**config.mk**
```make
export PLATFORM = sky130hd
export DESIGN_NAME = core_doorbell_regs
export DESIGN_NICKNAME = d
export VERILOG_FILES = /design/src/rtl/doorbell_pkg.sv /design/src/rtl/doorbell_decode.sv /design/src/rtl/doorbell_flags.sv /design/src/rtl/doorbell_pulse.sv /design/src/rtl/core_doorbell_regs.sv
export SDC_FILE = /design/constraint.sdc
export NUM_CORES = 1
export LEC_CHECK = 0
export BUFFER_PORTS_ARGS = -buffer_cell sky130_fd_sc_hd__buf_4
export CELL_PAD_IN_SITES_DETAIL_PLACEMENT = 1
export CELL_PAD_IN_SITES_GLOBAL_PLACEMENT = 2
export CORE_MARGIN = 2
export CORE_UTILIZATION = 41
export CTS_CLUSTER_DIAMETER = 60
export DETAILED_ROUTE_END_ITERATION = 8
export PLACE_DENSITY_LB_ADDON = 0.1
export SETUP_SLACK_MARGIN = 0.4
export SYNTH_ARGS = -nofsm -noshare
export SYNTH_HDL_FRONTEND = slang
export SYNTH_SLANG_ARGS = --single-unit
```
**constraint.sdc**
```tcl
create_clock -name clk -period 2.6 [get_ports clk]
set_input_delay 0.26 -clock clk [delete_from_list [all_inputs] [get_ports clk]]
set_output_delay 0.26 -clock clk [all_outputs]
set_load 0.01 [all_outputs]
```
**src/rtl/doorbell_pkg.sv**
```systemverilog
package doorbell_pkg;
    typedef enum logic [1:0] {
        REGION_GEN,
        REGION_ACK,
        REGION_NMI,
        REGION_NONE
    } region_e;

    typedef enum logic {
        PULSE_IDLE,
        PULSE_FIRE
    } pulse_state_e;
endpackage

```
**src/rtl/doorbell_decode.sv**
```systemverilog
module doorbell_decode
    import doorbell_pkg::*;
#(
    parameter int NUM_CORES = 4,
    parameter int ADDR_W    = 8
) (
    input  logic [ADDR_W-1:0]            addr_i,
    output region_e                      region_o,
    output logic [$clog2(NUM_CORES)-1:0] index_o
);
    localparam int IDX_W = $clog2(NUM_CORES);
    localparam int BLK_W = ADDR_W - IDX_W - 2;

    logic [BLK_W-1:0] block;

    assign block   = addr_i[ADDR_W-1:IDX_W+2];
    assign index_o = addr_i[IDX_W+1:2];

    always_comb begin
        region_o = REGION_NONE;
        if (addr_i[1:0] == 2'b00) begin
            if (block == BLK_W'(0))      region_o = REGION_GEN;
            else if (block == BLK_W'(1)) region_o = REGION_ACK;
            else if (block == BLK_W'(2)) region_o = REGION_NMI;
        end
    end
endmodule

```
**src/rtl/doorbell_flags.sv**
```systemverilog
module doorbell_flags #(
    parameter int FLAG_W = 28
) (
    input  logic              clk,
    input  logic              rst_n,
    input  logic [FLAG_W-1:0] set_i,
    input  logic [FLAG_W-1:0] clr_i,
    output logic [FLAG_W-1:0] flags_o
);
    logic [FLAG_W-1:0] flags_q;

    // A set takes priority over a clear of the same bit.
    always_ff @(posedge clk) begin
        if (!rst_n) flags_q <= '0;
        else        flags_q <= (flags_q & ~clr_i) | set_i;
    end

    assign flags_o = flags_q;

    // every requested set bit is present on the next cycle
    assert_set_sticks_R5: assert property (@(posedge clk) disable iff (!rst_n)
        (set_i != '0) |=> ((flags_q & $past(set_i)) == $past(set_i)));

    // a clear with no concurrent set leaves those bits at 0
    assert_clear_takes_R7: assert property (@(posedge clk) disable iff (!rst_n)
        ((clr_i != '0) && (set_i == '0)) |=> ((flags_q & $past(clr_i)) == '0));

    // no request means no change
    assert_flags_hold_R12: assert property (@(posedge clk) disable iff (!rst_n)
        ((set_i == '0) && (clr_i == '0)) |=> $stable(flags_q));
endmodule

```
**src/rtl/doorbell_pulse.sv**
```systemverilog
module doorbell_pulse
    import doorbell_pkg::*;
(
    input  logic clk,
    input  logic rst_n,
    input  logic fire_i,
    output logic pulse_o
);
    pulse_state_e state_q, state_d;

    always_ff @(posedge clk) begin
        if (!rst_n) state_q <= PULSE_IDLE;
        else        state_q <= state_d;
    end

    always_comb begin
        state_d = state_q;
        unique case (state_q)
            PULSE_IDLE: if (fire_i) state_d = PULSE_FIRE;        // fire
            PULSE_FIRE: state_d = fire_i ? PULSE_FIRE : PULSE_IDLE; // refire / expire
            default:    state_d = PULSE_IDLE;
        endcase
    end

    always_comb begin
        pulse_o = (state_q == PULSE_FIRE);
    end

    // an accepted trigger gives a pulse on the following cycle
    assert_fire_pulses_R3: assert property (@(posedge clk) disable iff (!rst_n)
        fire_i |=> pulse_o);

    // without a trigger the pulse drops after one cycle
    assert_pulse_single_R3: assert property (@(posedge clk) disable iff (!rst_n)
        !fire_i |=> !pulse_o);
endmodule

```
**src/rtl/core_doorbell_regs.sv**
```systemverilog
module core_doorbell_regs
    import doorbell_pkg::*;
#(
    parameter int NUM_CORES = 4,
    parameter int DATA_W    = 32,
    parameter int FLAG_LSB  = 4,
    parameter int ADDR_W    = 8
) (
    input  logic                 clk,
    input  logic                 rst_n,
    input  logic                 req_valid,
    input  logic                 req_write,
    input  logic [ADDR_W-1:0]    req_addr,
    input  logic [DATA_W-1:0]    req_wdata,
    output logic [DATA_W-1:0]    rsp_rdata,
    output logic [NUM_CORES-1:0] irq_pulse,
    output logic [NUM_CORES-1:0] nmi_pulse
);
    localparam int IDX_W  = $clog2(NUM_CORES);
    localparam int FLAG_W = DATA_W - FLAG_LSB;

    region_e           region;
    logic [IDX_W-1:0]  index;
    logic              wr_en;
    logic              rd_en;
    logic [FLAG_W-1:0] wr_flags;
    logic [FLAG_W-1:0] flags [NUM_CORES];
    logic [DATA_W-1:0] rd_value;

    doorbell_decode #(
        .NUM_CORES (NUM_CORES),
        .ADDR_W    (ADDR_W)
    ) u_decode (
        .addr_i   (req_addr),
        .region_o (region),
        .index_o  (index)
    );

    assign wr_en    = req_valid && req_write;
    assign rd_en    = req_valid && !req_write;
    assign wr_flags = req_wdata[DATA_W-1:FLAG_LSB];

    for (genvar c = 0; c < NUM_CORES; c++) begin : g_core
        logic hit;
        logic gen_hit;
        logic ack_hit;
        logic nmi_hit;

        assign hit     = wr_en && (index == IDX_W'(c));
        assign gen_hit = hit && (region == REGION_GEN);
        assign ack_hit = hit && (region == REGION_ACK);
        assign nmi_hit = hit && (region == REGION_NMI);

        doorbell_flags #(
            .FLAG_W (FLAG_W)
        ) u_flags (
            .clk     (clk),
            .rst_n   (rst_n),
            .set_i   (gen_hit ? wr_flags : '0),
            .clr_i   (ack_hit ? wr_flags : '0),
            .flags_o (flags[c])
        );

        doorbell_pulse u_irq (
            .clk     (clk),
            .rst_n   (rst_n),
            .fire_i  (gen_hit && req_wdata[0]),
            .pulse_o (irq_pulse[c])
        );

        doorbell_pulse u_nmi (
            .clk     (clk),
            .rst_n   (rst_n),
            .fire_i  (nmi_hit && req_wdata[0]),
            .pulse_o (nmi_pulse[c])
        );
    end

    always_comb begin
        rd_value = '0;
        if ((region == REGION_GEN) || (region == REGION_ACK))
            rd_value = {flags[index], {FLAG_LSB{1'b0}}};
    end

    always_ff @(posedge clk) begin
        if (!rst_n)     rsp_rdata <= '0;
        else if (rd_en) rsp_rdata <= rd_value;
        else            rsp_rdata <= '0;
    end

    // no read request, no read data next cycle
    assert_idle_rdata_R2: assert property (@(posedge clk) disable iff (!rst_n)
        !rd_en |=> (rsp_rdata == '0));

    // trigger and reserved bits never read back as set
    assert_low_bits_zero_R4: assert property (@(posedge clk) disable iff (!rst_n)
        rsp_rdata[FLAG_LSB-1:0] == '0);

    // a write outside the map raises no pulse
    assert_unmapped_quiet_R10: assert property (@(posedge clk) disable iff (!rst_n)
        (wr_en && (region == REGION_NONE)) |=> ((irq_pulse == '0) && (nmi_pulse == '0)));

    // one write per cycle can only pulse one output
    assert_single_target_R12: assert property (@(posedge clk) disable iff (!rst_n)
        $onehot0({irq_pulse, nmi_pulse}));
endmodule

```
==> metrics list, run 1 <==
- Pwr Density: 600.8 nW/um^2
- Cells after DPL: 882
- Metal-1 WL: 8096 um
* Number of sinks driven by the clock tree: 148
- Initial standard-cell utilization of the core: 41.58%
- Max-cap violations in this run came to 0.
* Register-to-Register Path Depth: 2
* Most frequent cells in the layout: 148 x sky130_fd_sc_hd__dfxtp_1, 115 x sky130_fd_sc_hd__nand2_1, 114 x sky130_fd_sc_hd__nand4b_1
- Cells on Worst Hold Path: 3
* Final Instance Area: 8025 um^2
- Largest fanout of any net on the critical path: 36
* Total half-perimeter wirelength after legalization and detailed placement: 10430 um
- Measured along the y axis, the die boundary spans 133.2 um.
- In this run the cell area of the synthesized design comes to 6847 um^2.
- Final critical-path share of the clock period: 56.74%
- Cell repeated most along the worst path: sky130_fd_sc_hd__buf_4
- Data required, critical path: 2.87 ns
- Delay of the slowest cell on the worst path: 0.46 ns
* Crit path max-delay family: buffers and inverters
- Weighted congestion reported at the end of routability-driven placement: 0.7007
- The flow ran to the end, and the final reports show no timing, DRC or antenna violations.
- Input/output buffers: 76
- Most common cell after layout, fill and taps aside: sky130_fd_sc_hd__dfxtp_1
* Clock latency of the later-clocked register in the worst-skew pair: 0.41 ns
- Iteration-0 DRC count of the detailed router: 296
* Post-route DRC: 0
- Sequential share of the synthesized area: 43.27%
- Clock period minus final worst setup slack: 1.475 ns
- Slew at the pin closest to its max-slew limit: 0.9632 ns
- Clock-pin slew was measured on the worst setup and hold paths at 0.06 ns.
- The synthesized design spends more area on one cell type than any other, namely sky130_fd_sc_hd__dfxtp_1.
* Relative slew margins: 35.79%
* End of the worst register-to-register path: rsp_rdata[9]$_SDFF_PN0_
- Overall die area: 17750 um^2
- Worst Hold End: g_core[0].u_irq.pulse_o$_SDFF_PN0_
* Maximum clock path buffer count: 2
* Overall via count from detail_route: 5165
- Signal arrival time at the worst endpoint: 1.75 ns
- Detail-routed via count per cell: 5.663
- Dividing the detail-routed wire length by the instance count gives 19.76 um.
- The min-delay analysis places its worst path in the category in2reg.
- Summed over all nets, wire length on met3 after detailed routing comes to 624 um.
* Final cell count without fillers: 912
- Avg Cell Area, Syn: 10.52 um^2
* Register-to-register setup slack: 1.53 ns
- Number of distinct library cells after synthesis: 22
* Antenna violations before repair: 0
- Top layer reached by signal wires: met4
- For this run, the post-layout net count is 725.
* Critical R2R Launch: g_core[3].u_flags.flags_o[5]$_SDFF_PN0_
- The startpoint identified for the worst hold timing path is req_wdata[0].
* Number of inserted diodes: 0
- After detailed routing, the met2 layer carries 9023 um of wire.
- Pin placement for this block handled 84 I/O pins.
* Synthesis-stage register bit count: 148
* Final clock skew: 0.005261 ns
- Crit Path Category: in2reg
- Setup fix buffers added after clock tree synthesis: 0
* Final Routed Wirelength: 18020 um
* Floorplan Core Area: 16470 um^2
- Hold buffers post-CTS: 0
- Clock tree from TritonCTS: yes
- Crit-path slowest cell: sky130_fd_sc_hd__buf_4
- Endpoint kind of the worst setup timing path: flip-flop
- Count of antenna-violating nets left after detailed routing: 0
- The tree is rooted in a sky130_fd_sc_hd__clkbuf_16.
- After technology mapping, the gate count stands at 651.
* Width of the die: 133.2 um
- Global routing consumed, over all layers together, 21.02% of the routing resources.
- Setup repair after global routing left no endpoint under its margin.
* Total of endpoints with negative setup slack in the final report: 0
- Maximum clock rate: 0.6779 GHz
- The count of final hold-check violations is 0.
- Pin count of the biggest net entering global routing: 116
* Number of gates given a new drive strength after cts: 0
* Final TNS setup: 0 ns
* Crit path buf inv count: 2
- H-Tree Level Count: 4
- The number of slew-limit violations in the final report is 0.
* Cell-by-cell trace of the critical path: buf_4 > and4_1 > buf_4 > nand4b_1 > mux2i_1
- Kind of start point of the critical path: input port
* First-pass GRT wire length: 29340 um
- Remaining Overflow, GRT: 0
- Number of synthesis warnings: 0
- The placed instances occupy a cell area of 7498 um^2.
- Summed over its instances, the top area cell type makes up 43.27% of the synthesized netlist area.
* Layout cell share with drive strength beyond 1: 21.53%
- LEAKAGE: 0.003459 uW
- The floorplan has 47 rows.
* Length of the first detailed-routing pass in iterations: 4
- Peak ir drop on the vdd network: 0.0004371 V
- Via count of the first global-routing pass: 5344
- Area grow syn2layout: 17.21%
* Total CTS buffers: 17
- By area the synthesized netlist is led by sky130_fd_sc_hd__dfxtp_1 43%, sky130_fd_sc_hd__mux2i_1 16%, sky130_fd_sc_hd__nand4b_1 15%, sky130_fd_sc_hd__mux4_2 9.2%, sky130_fd_sc_hd__nand2_1 6.3%.
[metrics by stage]
| step | util [%] | hold slack, ns | power, uW | setup slack, ns |
|---|---|---|---|---|
| floorplan | - | 0.3852 | 2488 | 0.9684 |
| global placement | 45.54 | 0.4414 | 2618 | 0.6894 |
| detailed placement | 45.54 | 0.4517 | 2625 | 0.6420 |
| CTS | 48.74 | 0.09960 | 4882 | 1.077 |
| global route | 48.74 | 0.1090 | 4992 | 0.9936 |
| finish | 48.74 | 0.1122 | 4821 | 1.125 |
[report_power, final]
part | switching (uW) | internal [uW] | total [uW]
registers | 0.581 | 2270 | 2270
logic | 193 | 109 | 302
clock network | 902 | 1350 | 2250
[how the worst max path moves through the flow]
stage          slack (ns)  cells past startpoint                                       to        start
2_1_floorplan        0.97                      4                 rsp_rdata[25]$_SDFF_PN0_  req_addr[2]
3_3_place_gp         0.69                      5       g_core[0].u_nmi.pulse_o$_SDFF_PN0_  req_addr[1]
3_5_place_dp         0.64                      5       g_core[0].u_nmi.pulse_o$_SDFF_PN0_  req_addr[1]
4_1_cts              1.08                      5       g_core[0].u_nmi.pulse_o$_SDFF_PN0_  req_addr[1]
5_1_grt              0.99                      5       g_core[0].u_nmi.pulse_o$_SDFF_PN0_  req_addr[1]
6_report             1.12                      5  g_core[3].u_flags.flags_o[7]$_SDFF_PN0_  req_addr[3]
[state kept, by name, indices dropped and copies added (netlist names)]
signal and flops:
g_core.u_flags.flags_o 112, g_core.u_nmi.pulse_o 4, rsp_rdata 28, g_core.u_irq.pulse_o 4
[layout make-up]
class,count,area [um^2]
fillers,1784,8441
multi-input cells,421,3537
flip-flops and latches,148,2963
repair buffers,93,723.2
clock buffers,24,471.7
well taps,220,275.3
clock inverters,6,55.05
[worst reg2reg max path, stage by stage (launching register included)]
cell,delay [ns]
sky130_fd_sc_hd__dfxtp_1,0.32
sky130_fd_sc_hd__mux4_2,0.49
sky130_fd_sc_hd__nor2b_1,0.15
[routing by layer]
metal  vias up  GRT usage (%)
li1       2392              -
met1      2662          26.98
met2        92          35.95
met3        19          4.072
met4         0          6.560
met5         -              0
[logic make-up (layout without fill, tap and decap cells)]
group / count (synthesis) / after routing / share of synthesized area, %
other: 1 / 4 / 0.05477
DFF: 148 / 148 / 43.27
muxes: 140 / 140 / 25.58
and+or+nand+nor: 277 / 277 / 25.53
buffers and inverters: 85 / 123 / 5.555
[Yosys cell counts]
cell / instances
sky130_fd_sc_hd__dfxtp_1: 148
sky130_fd_sc_hd__nand2_1: 115
sky130_fd_sc_hd__nand4b_1: 114
sky130_fd_sc_hd__mux2i_1: 112
sky130_fd_sc_hd__clkbuf_1: 48
sky130_fd_sc_hd__nor2b_1: 29
sky130_fd_sc_hd__mux4_2: 28
sky130_fd_sc_hd__buf_2: 13
sky130_fd_sc_hd__buf_1: 12
sky130_fd_sc_hd__buf_4: 12
sky130_fd_sc_hd__nor2_1: 4
sky130_fd_sc_hd__nor3_1: 3
sky130_fd_sc_hd__and4b_1: 2
sky130_fd_sc_hd__nand2b_1: 2
sky130_fd_sc_hd__nand4_1: 2
sky130_fd_sc_hd__and4_1: 1
sky130_fd_sc_hd__conb_1: 1
sky130_fd_sc_hd__nand3_1: 1
sky130_fd_sc_hd__nor4_1: 1
sky130_fd_sc_hd__nor4_4: 1
sky130_fd_sc_hd__nor4bb_1: 1
sky130_fd_sc_hd__or4b_1: 1
Note: power is estimated with default switching activity, not from simulation.
==> inputs of run 2 (changes only) <==
- CORE_UTILIZATION: 41 -> 34
- clock period: 2.6 -> 1.2 ns (I/O delays scaled with it)
==> metrics list, run 2 (synthesis gave the netlist of run 1 again) <==
- Status: finished, violations left (was finished clean).
- The checks that failed: negative hold slack.
- Count of antenna-violating nets left after detailed routing: 0 (unchanged)
- The die outline height was 145.9 um (was 133.2 um).
- The flip-flop count of the largest register after layout is 112 (unchanged).
- The number of sinks on the clock net was 148 (unchanged).
- The initial cell density of the core was 34.95% (was 41.58%).
* Clock transition at the registers of the reported paths: 0.06 ns (about the same)
- Delay of the slowest cell on the worst path: 0.39 ns (was 0.46 ns)
- Final nets: 765 (was 725)
- The type of element launching the critical path was an input port (unchanged).
- Peak ir drop on the vdd network: 0.0008576 V (was 0.0004371 V)
- The total track usage is 20.08% (was 21.02%).
- Crit path max-delay family: buffers and inverters (unchanged)
- Data required, critical path: 1.50 ns (was 2.87 ns)
- The total congestion overflow came to 0 (unchanged).
- Unrepaired setup endpoints after global routing: yes (was no).
- The commonest non-fill, non-tap cell in the layout is sky130_fd_sc_hd__nand2_1 (was sky130_fd_sc_hd__dfxtp_1).
- Maximum clock path buffer count: 2 (unchanged)
- Most frequent cells in the layout: 115 x sky130_fd_sc_hd__nand2_1, 114 x sky130_fd_sc_hd__nand4b_1, 112 x sky130_fd_sc_hd__mux2i_1 (was 148 x sky130_fd_sc_hd__dfxtp_1, 115 x sky130_fd_sc_hd__nand2_1, 114 x sky130_fd_sc_hd__nand4b_1)
- Crit-path slowest cell: sky130_fd_sc_hd__nor4_4 (was sky130_fd_sc_hd__buf_4)
- The final setup violation count is 0 (unchanged).
- Final clock skew: 0.005564 ns (was 0.005261 ns)
- Cell-by-cell trace of the critical path: buf_6 > nor4_4 > buf_4 > bufbuf_16 > nand4b_1 > mux2i_1 (was buf_4 > and4_1 > buf_4 > nand4b_1 > mux2i_1)
- Boundary pin count: 84 (unchanged)
- Post-route DRC: 0 (unchanged)
* Overall die area: 21290 um^2 (was 17750 um^2)
* Final Hold Violating Endpoints: 1 (was 0)
* H-Tree Level Count: 4 (unchanged)
- Cells on Worst Hold Path: 3 (unchanged)
- HP Class: in2reg (unchanged)
- The pin count of the biggest net entering global routing is 82 (was 116).
* Total half-perimeter wirelength after legalization and detailed placement: 12490 um (was 10430 um)
- The number of max-cap violations came to 0 (unchanged).
- The via density per instance came to 5.383 (was 5.663).
* Overall via count from detail_route: 5372 (was 5165)
* First-pass GRT wire length: 33070 um (was 29340 um)
* Total CTS buffers: 17 (unchanged)
- Crit Path Category: in2reg (unchanged)
- The post-route cell area came to 8879 um^2 (was 8025 um^2).
- The wire length per cell after detailed routing came to 21.21 um (was 19.76 um).
- The capture instance of the worst register-to-register path was rsp_rdata[5]$_SDFF_PN0_ (was rsp_rdata[9]$_SDFF_PN0_).
- The number of design-rule violations left by the first detailed-router iteration is 297 (was 296).
* Endpoint kind of the worst setup timing path: flip-flop (unchanged)
- Largest fanout of any net on the critical path: 21 (was 36)
* Worst hold slack: -0.01194 ns (was 0.1122 ns)
- Based on the critical path, the design can be clocked at up to 0.8581 GHz.
* Register-to-register setup slack: 0.15 ns (was 1.53 ns)
- Subtracting the final worst setup slack from the clock period gives 1.165 ns.
- The number of antenna violations at the first check in global routing was 0 (unchanged).
- The overall die width is 145.9 um (was 133.2 um).
- Worst Hold End: g_core[0].u_nmi.pulse_o$_SDFF_PN0_ (was g_core[0].u_irq.pulse_o$_SDFF_PN0_)
* Placed Area: 7840 um^2 (was 7498 um^2)
- The count of buffer and inverter cells on the critical path came to 3 (was 2).
- Number of core rows: 51 (was 47)
* Length of the first detailed-routing pass in iterations: 4 (unchanged)
- Layout cell share with drive strength beyond 1: 30.97% (was 21.53%)
- Area grow syn2layout: 29.68% (was 17.21%)
- Cell at the root of the clock tree: sky130_fd_sc_hd__clkbuf_16 (unchanged)
- In the finished design, the share of the clock period the worst path needs comes to 97.11%.
- Number of inserted diodes: 0 (unchanged)
* LEAKAGE: 0.003800 uW (was 0.003459 uW)
- The via count of the first global-routing pass was 5697 (was 5344).
- The later-pin clock latency in the skew report is 0.42 ns (was 0.41 ns).
* Clock tree from TritonCTS: yes (unchanged)
* Pwr Density: 1183 nW/um^2 (was 600.8 nW/um^2)
* Floorplan Core Area: 19590 um^2 (was 16470 um^2)
- Signal arrival time at the worst endpoint: 1.47 ns (was 1.75 ns)
- The number of buffers inserted by hold repair at cts came to 2 (was 0).
* Final Routed Wirelength: 21170 um (was 18020 um)
- Weighted congestion reported at the end of routability-driven placement: 0.7077 (was 0.7007)
- The number of slew-limit violations in the final report is 0 (unchanged).
- The number of buffers added on ports came to 76 (unchanged).
- Utilization of the core after routing: 45.32% (was 48.74%)
* Register-to-Register Path Depth: 2 (unchanged)
- Critical R2R Launch: g_core[3].u_flags.flags_o[1]$_SDFF_PN0_ (was g_core[3].u_flags.flags_o[5]$_SDFF_PN0_)
- The worst min-delay path startpoint is req_addr[2] (was req_wdata[0]).
[run 2: cell types whose count changed in the layout (fill, tap and decap cells not counted), sizes merged]
cell,before,now
bufbuf,0,1
dlygate4sd3,0,2
bufinv,1,0
buf,93,130
clkinv,5,6
clkbuf,24,25
[run 2: cell type report]
type                            instances  area [um^2]
Timing Repair Buffer                  133         1475
Clock inverter                          6        30.03
Fill cell                            2135        10710
Tap cell                              265        331.6
Sequential cell                       148         3012
Multi-Input combinational cell        421         3555
Clock buffer                           25        475.5
[run 2: worst min-delay path, cell delays in order]
cell and delay (ns):
sky130_fd_sc_hd__buf_12 0.11, sky130_fd_sc_hd__buf_4 0.11, sky130_fd_sc_hd__nor4_2 0.03
[run 2: routing by layer]
| metal | up-vias | GRT usage, % | wire length [um] |
|---|---|---|---|
| met5 | - | 0 | 0 |
| met4 | 0 | 4.902 | 250 |
| met3 | 20 | 4.639 | 561 |
| met2 | 82 | 34.55 | 10830 |
| met1 | 2792 | 25.50 | 9529 |
| li1 | 2478 | - | - |
[run 2: stage by stage]
step / TNS, ns / worst slack [ns] / power (uW) / instances
CTS: 0 / 0.1041 / 10620 / 992
finish: 0 / 0.03468 / 10500 / 998
floorplan: -6.618 / -0.1671 / 5413 / 654
global placement: -39.26 / -0.3647 / 5785 / 950
global route: 0 / 0.02998 / 10910 / 998
detailed placement: -45.02 / -0.4251 / 5796 / 950
[run 2: report_power, final]
part	internal (uW)	switching, uW	total (uW)	leakage (uW)
clock	2720	2020	4740	0.000254
combinational	375	476	851	0.00233
sequential	4910	1.30	4910	0.00121
total	8010	2500	10500	0.00380
[run 2: worst max path at each step]
stage                           start                                  endpoint  slack, ns  depth (start not counted)
after floorplan           req_addr[6]                  rsp_rdata[12]$_SDFF_PN0_      -0.17                          5
after global placement    req_addr[6]                  rsp_rdata[28]$_SDFF_PN0_      -0.36                          5
after detailed placement  req_addr[6]                  rsp_rdata[27]$_SDFF_PN0_      -0.43                          5
after CTS                 req_addr[1]   g_core[2].u_flags.flags_o[1]$_SDFF_PN0_       0.10                          6
after global routing      req_addr[1]  g_core[1].u_flags.flags_o[27]$_SDFF_PN0_       0.03                          6
final                     req_addr[1]  g_core[1].u_flags.flags_o[27]$_SDFF_PN0_       0.03                          6
[run 2: repair_timing]
action	4_1_cts	5_1_grt
gates cloned	5	0
hold endpoints to repair	5	1
pin swaps	2	4
resized for setup	80	26
endpoints found under the setup margin	184	184
buffers inserted	4	6
==> inputs of run 3 (changes only) <==
--- a/config.mk
+++ b/config.mk
@@ -13,2 +13,3 @@
 export CTS_CLUSTER_DIAMETER = 60
+export CTS_CLUSTER_SIZE = 12
 export DETAILED_ROUTE_END_ITERATION = 8
--- a/constraint.sdc
+++ b/constraint.sdc
@@ -3,2 +3,2 @@
 set_output_delay 0.12 -clock clk [all_outputs]
-set_load 0.01 [all_outputs]
+set_load 0.1 [all_outputs]
==> metrics list, run 3 (synthesis gave the netlist of run 1 again) <==
- Clock tree from TritonCTS: yes (unchanged)
* HP Class: in2reg (unchanged)
- The library cell used as clock root buffer was sky130_fd_sc_hd__clkbuf_16 (unchanged).
* Largest fanout of any net on the critical path: 6 (was 21)
- Final nets: 774 (was 765)
* Final critical-path share of the clock period: 90.86% (was 97.11%)
* Status: finished clean (was finished, violations left)
- The via count of the first global-routing pass was 5914 (was 5697).
- The total clock buffers created by CTS came to 17 (unchanged).
* Final Hold Violating Endpoints: 0 (was 1)
- The maximum root-to-sink buffer count is 2 (unchanged).
- Input/output buffers: 76 (unchanged)
* Floorplan Core Area: 19590 um^2 (unchanged)
- The total track usage is 20.47% (was 20.08%).
* Crit Path Category: in2reg (unchanged)
* Kind of start point of the critical path: input port (unchanged)
- The final wirelength was 21290 um (was 21170 um).
- The initial cell density of the core came to 34.95% (unchanged).
- Pin count of the biggest net entering global routing: 81 (was 82)
- LEAKAGE: 0.003998 uW (was 0.003800 uW)
- The highest ir drop seen on vdd came to 0.0009289 V (was 0.0008576 V).
- DP Worst Slack: -0.3655 ns (was -0.4251 ns)
- Number of sinks driven by the clock tree: 148 (unchanged)
- Number of core rows: 51 (unchanged)
- The commonest non-fill, non-tap cell in the layout was sky130_fd_sc_hd__nand2_1 (unchanged).
- Total of endpoints with negative setup slack in the final report: 0 (unchanged)
* Area grow syn2layout: 39.24% (was 29.68%)
- The die outline height is 145.9 um (unchanged).
* Final clock skew: 0.009620 ns (was 0.005564 ns)
- Signal arrival time at the worst endpoint: 1.40 ns (was 1.47 ns)
- The count of inserted antenna diode cells came to 0 (unchanged).
* Endpoint kind of the worst setup timing path: flip-flop (unchanged)
- Post-route DRC: 0 (unchanged)
* Post-route worst setup slack: 0.1097 ns (was 0.03468 ns)
- Clock transition at the registers of the reported paths: 0.06 ns (about the same)
- Overall die area: 21290 um^2 (unchanged)
* Data required, critical path: 1.51 ns (was 1.50 ns)
* Overall via count from detail_route: 5411 (was 5372)
- The via density per instance came to 5.384 (was 5.383).
* First-pass GRT wire length: 33850 um (was 33070 um)
* Remaining Overflow, GRT: 0 (unchanged)
- Maximum clock rate: 0.9172 GHz (was 0.8581 GHz)
* Number of flip-flops under the largest register name: 112 (unchanged)
- The CTS H-tree depth is 4 (unchanged).
- The number of iterations in the first detailed-routing pass is 4 (unchanged).
* Fill count: 2053 (was 2135)
- The fraction of final layout cells sized beyond drive strength 1 came to 33.11% (was 30.97%).
- The I/O pin count was 84 (unchanged).
- Most frequent cells in the layout: 115 x sky130_fd_sc_hd__nand2_1, 114 x sky130_fd_sc_hd__nand4b_1, 112 x sky130_fd_sc_hd__mux2i_1 (unchanged)
- Slew Viols, Final: 0 (unchanged)
- Unrepaired setup endpoints after global routing: yes (unchanged)
* Clock latency of the later-clocked register in the worst-skew pair: 0.43 ns (was 0.42 ns)
- Pwr Density: 1125 nW/um^2 (was 1183 nW/um^2)
- The number of routed nets with antenna violations was 0 (unchanged).
- The detailed-placement wirelength estimate is 12530 um (was 12490 um).
- Routed length per placed instance: 21.19 um (was 21.21 um)
* Clock period minus final worst setup slack: 1.090 ns (was 1.165 ns)
- The total negative slack was 0 ns (unchanged).
- The placer congestion estimate was 0.7376 (was 0.7077).
* Width of the die: 145.9 um (unchanged)
- Iteration-0 DRC count of the detailed router: 281 (was 297)
* Count of maximum capacitance violations: 0 (unchanged)
- The number of antenna violations at the first check in global routing came to 0 (unchanged).
[run 3: changes by cell type in the layout (fill, tap and decap cells not counted), moves of 4 or more]
cell                     change
sky130_fd_sc_hd__buf_12     +45
sky130_fd_sc_hd__buf_16      +6
sky130_fd_sc_hd__buf_4       -7
sky130_fd_sc_hd__buf_6      -31
sky130_fd_sc_hd__nor2_1      -4
[run 3: through the flow]
stage               instances  util (%)  power (uW)  hold WS, ns  area [um^2]
global route             1005     48.66       11100      0.03871         9533
global placement          950     40.33        5853       0.4226         7900
floorplan                 654         -        5463       0.2452         6973
CTS                      1003     48.28       10860      0.02491         9458
finish                   1005     48.66       10730      0.04097         9533
detailed placement        950     40.33        5858       0.4131         7900
[run 3: final timing paths]
check | start | to | slack (ns) | cells after the start
min | req_wdata[26] | g_core[0].u_flags.flags_o[22]$_SDFF_PN0_ | 0.04 | 3
max reg2reg | g_core[3].u_flags.flags_o[2]$_SDFF_PN0_ | rsp_rdata[6]$_SDFF_PN0_ | 0.14 | 2
max | req_addr[6] | g_core[0].u_flags.flags_o[24]$_SDFF_PN0_ | 0.11 | 8
min reg2reg | g_core[3].u_flags.flags_o[21]$_SDFF_PN0_ | g_core[3].u_flags.flags_o[21]$_SDFF_PN0_ | 0.46 | 2
[run 3: final cells by class]
type / count / area (um^2) / area share [%]
clock inverter: 7 / 60.06 / 0.6300
sequential: 148 / 3017 / 31.64
tap: 265 / 331.6 / 3.478
multi-input combinational: 421 / 3593 / 37.70
clock buffer: 22 / 454.2 / 4.764
timing repair buffer: 142 / 2077 / 21.79
[run 3: power by group]
part / switching [uW] / internal, uW
combinational: 538 / 416
clock: 2020 / 2850
sequential: 1.33 / 4910
total: 2560 / 8170
[run 3: routing by layer]
metal / up-vias / wire length, um / share of wire [%] / track usage, %
met1: 2775 / 9118 / 43 / 25.06
met3: 23 / 876 / 4.1 / 4.734
met2: 112 / 11000 / 52 / 35.80
met4: 0 / 301 / 1.4 / 6.127
li1: 2501 / - / - / -
met5: - / 0 / 0 / 0
[run 3: critical path, cell delays in order]
cell	delay, ns
sky130_fd_sc_hd__buf_6	0.09
sky130_fd_sc_hd__nor4_4	0.34
sky130_fd_sc_hd__buf_6	0.20
sky130_fd_sc_hd__buf_6	0.14
sky130_fd_sc_hd__buf_12	0.11
sky130_fd_sc_hd__clkbuf_16	0.14
sky130_fd_sc_hd__nand4b_1	0.10
sky130_fd_sc_hd__mux2i_1	0.14
[run 3: timing repair]
| item | 4_1_cts | 5_1_grt |
|---|---|---|
| setup buffers | 13 | 1 |
| resized for setup | 174 | 14 |
| setup endpoints to repair | 184 | 184 |
| hold buffers | 1 | 0 |
| pin swaps | 5 | 2 |
| hold endpoints to repair | 1 | 0 |
| cloned | 10 | 1 |
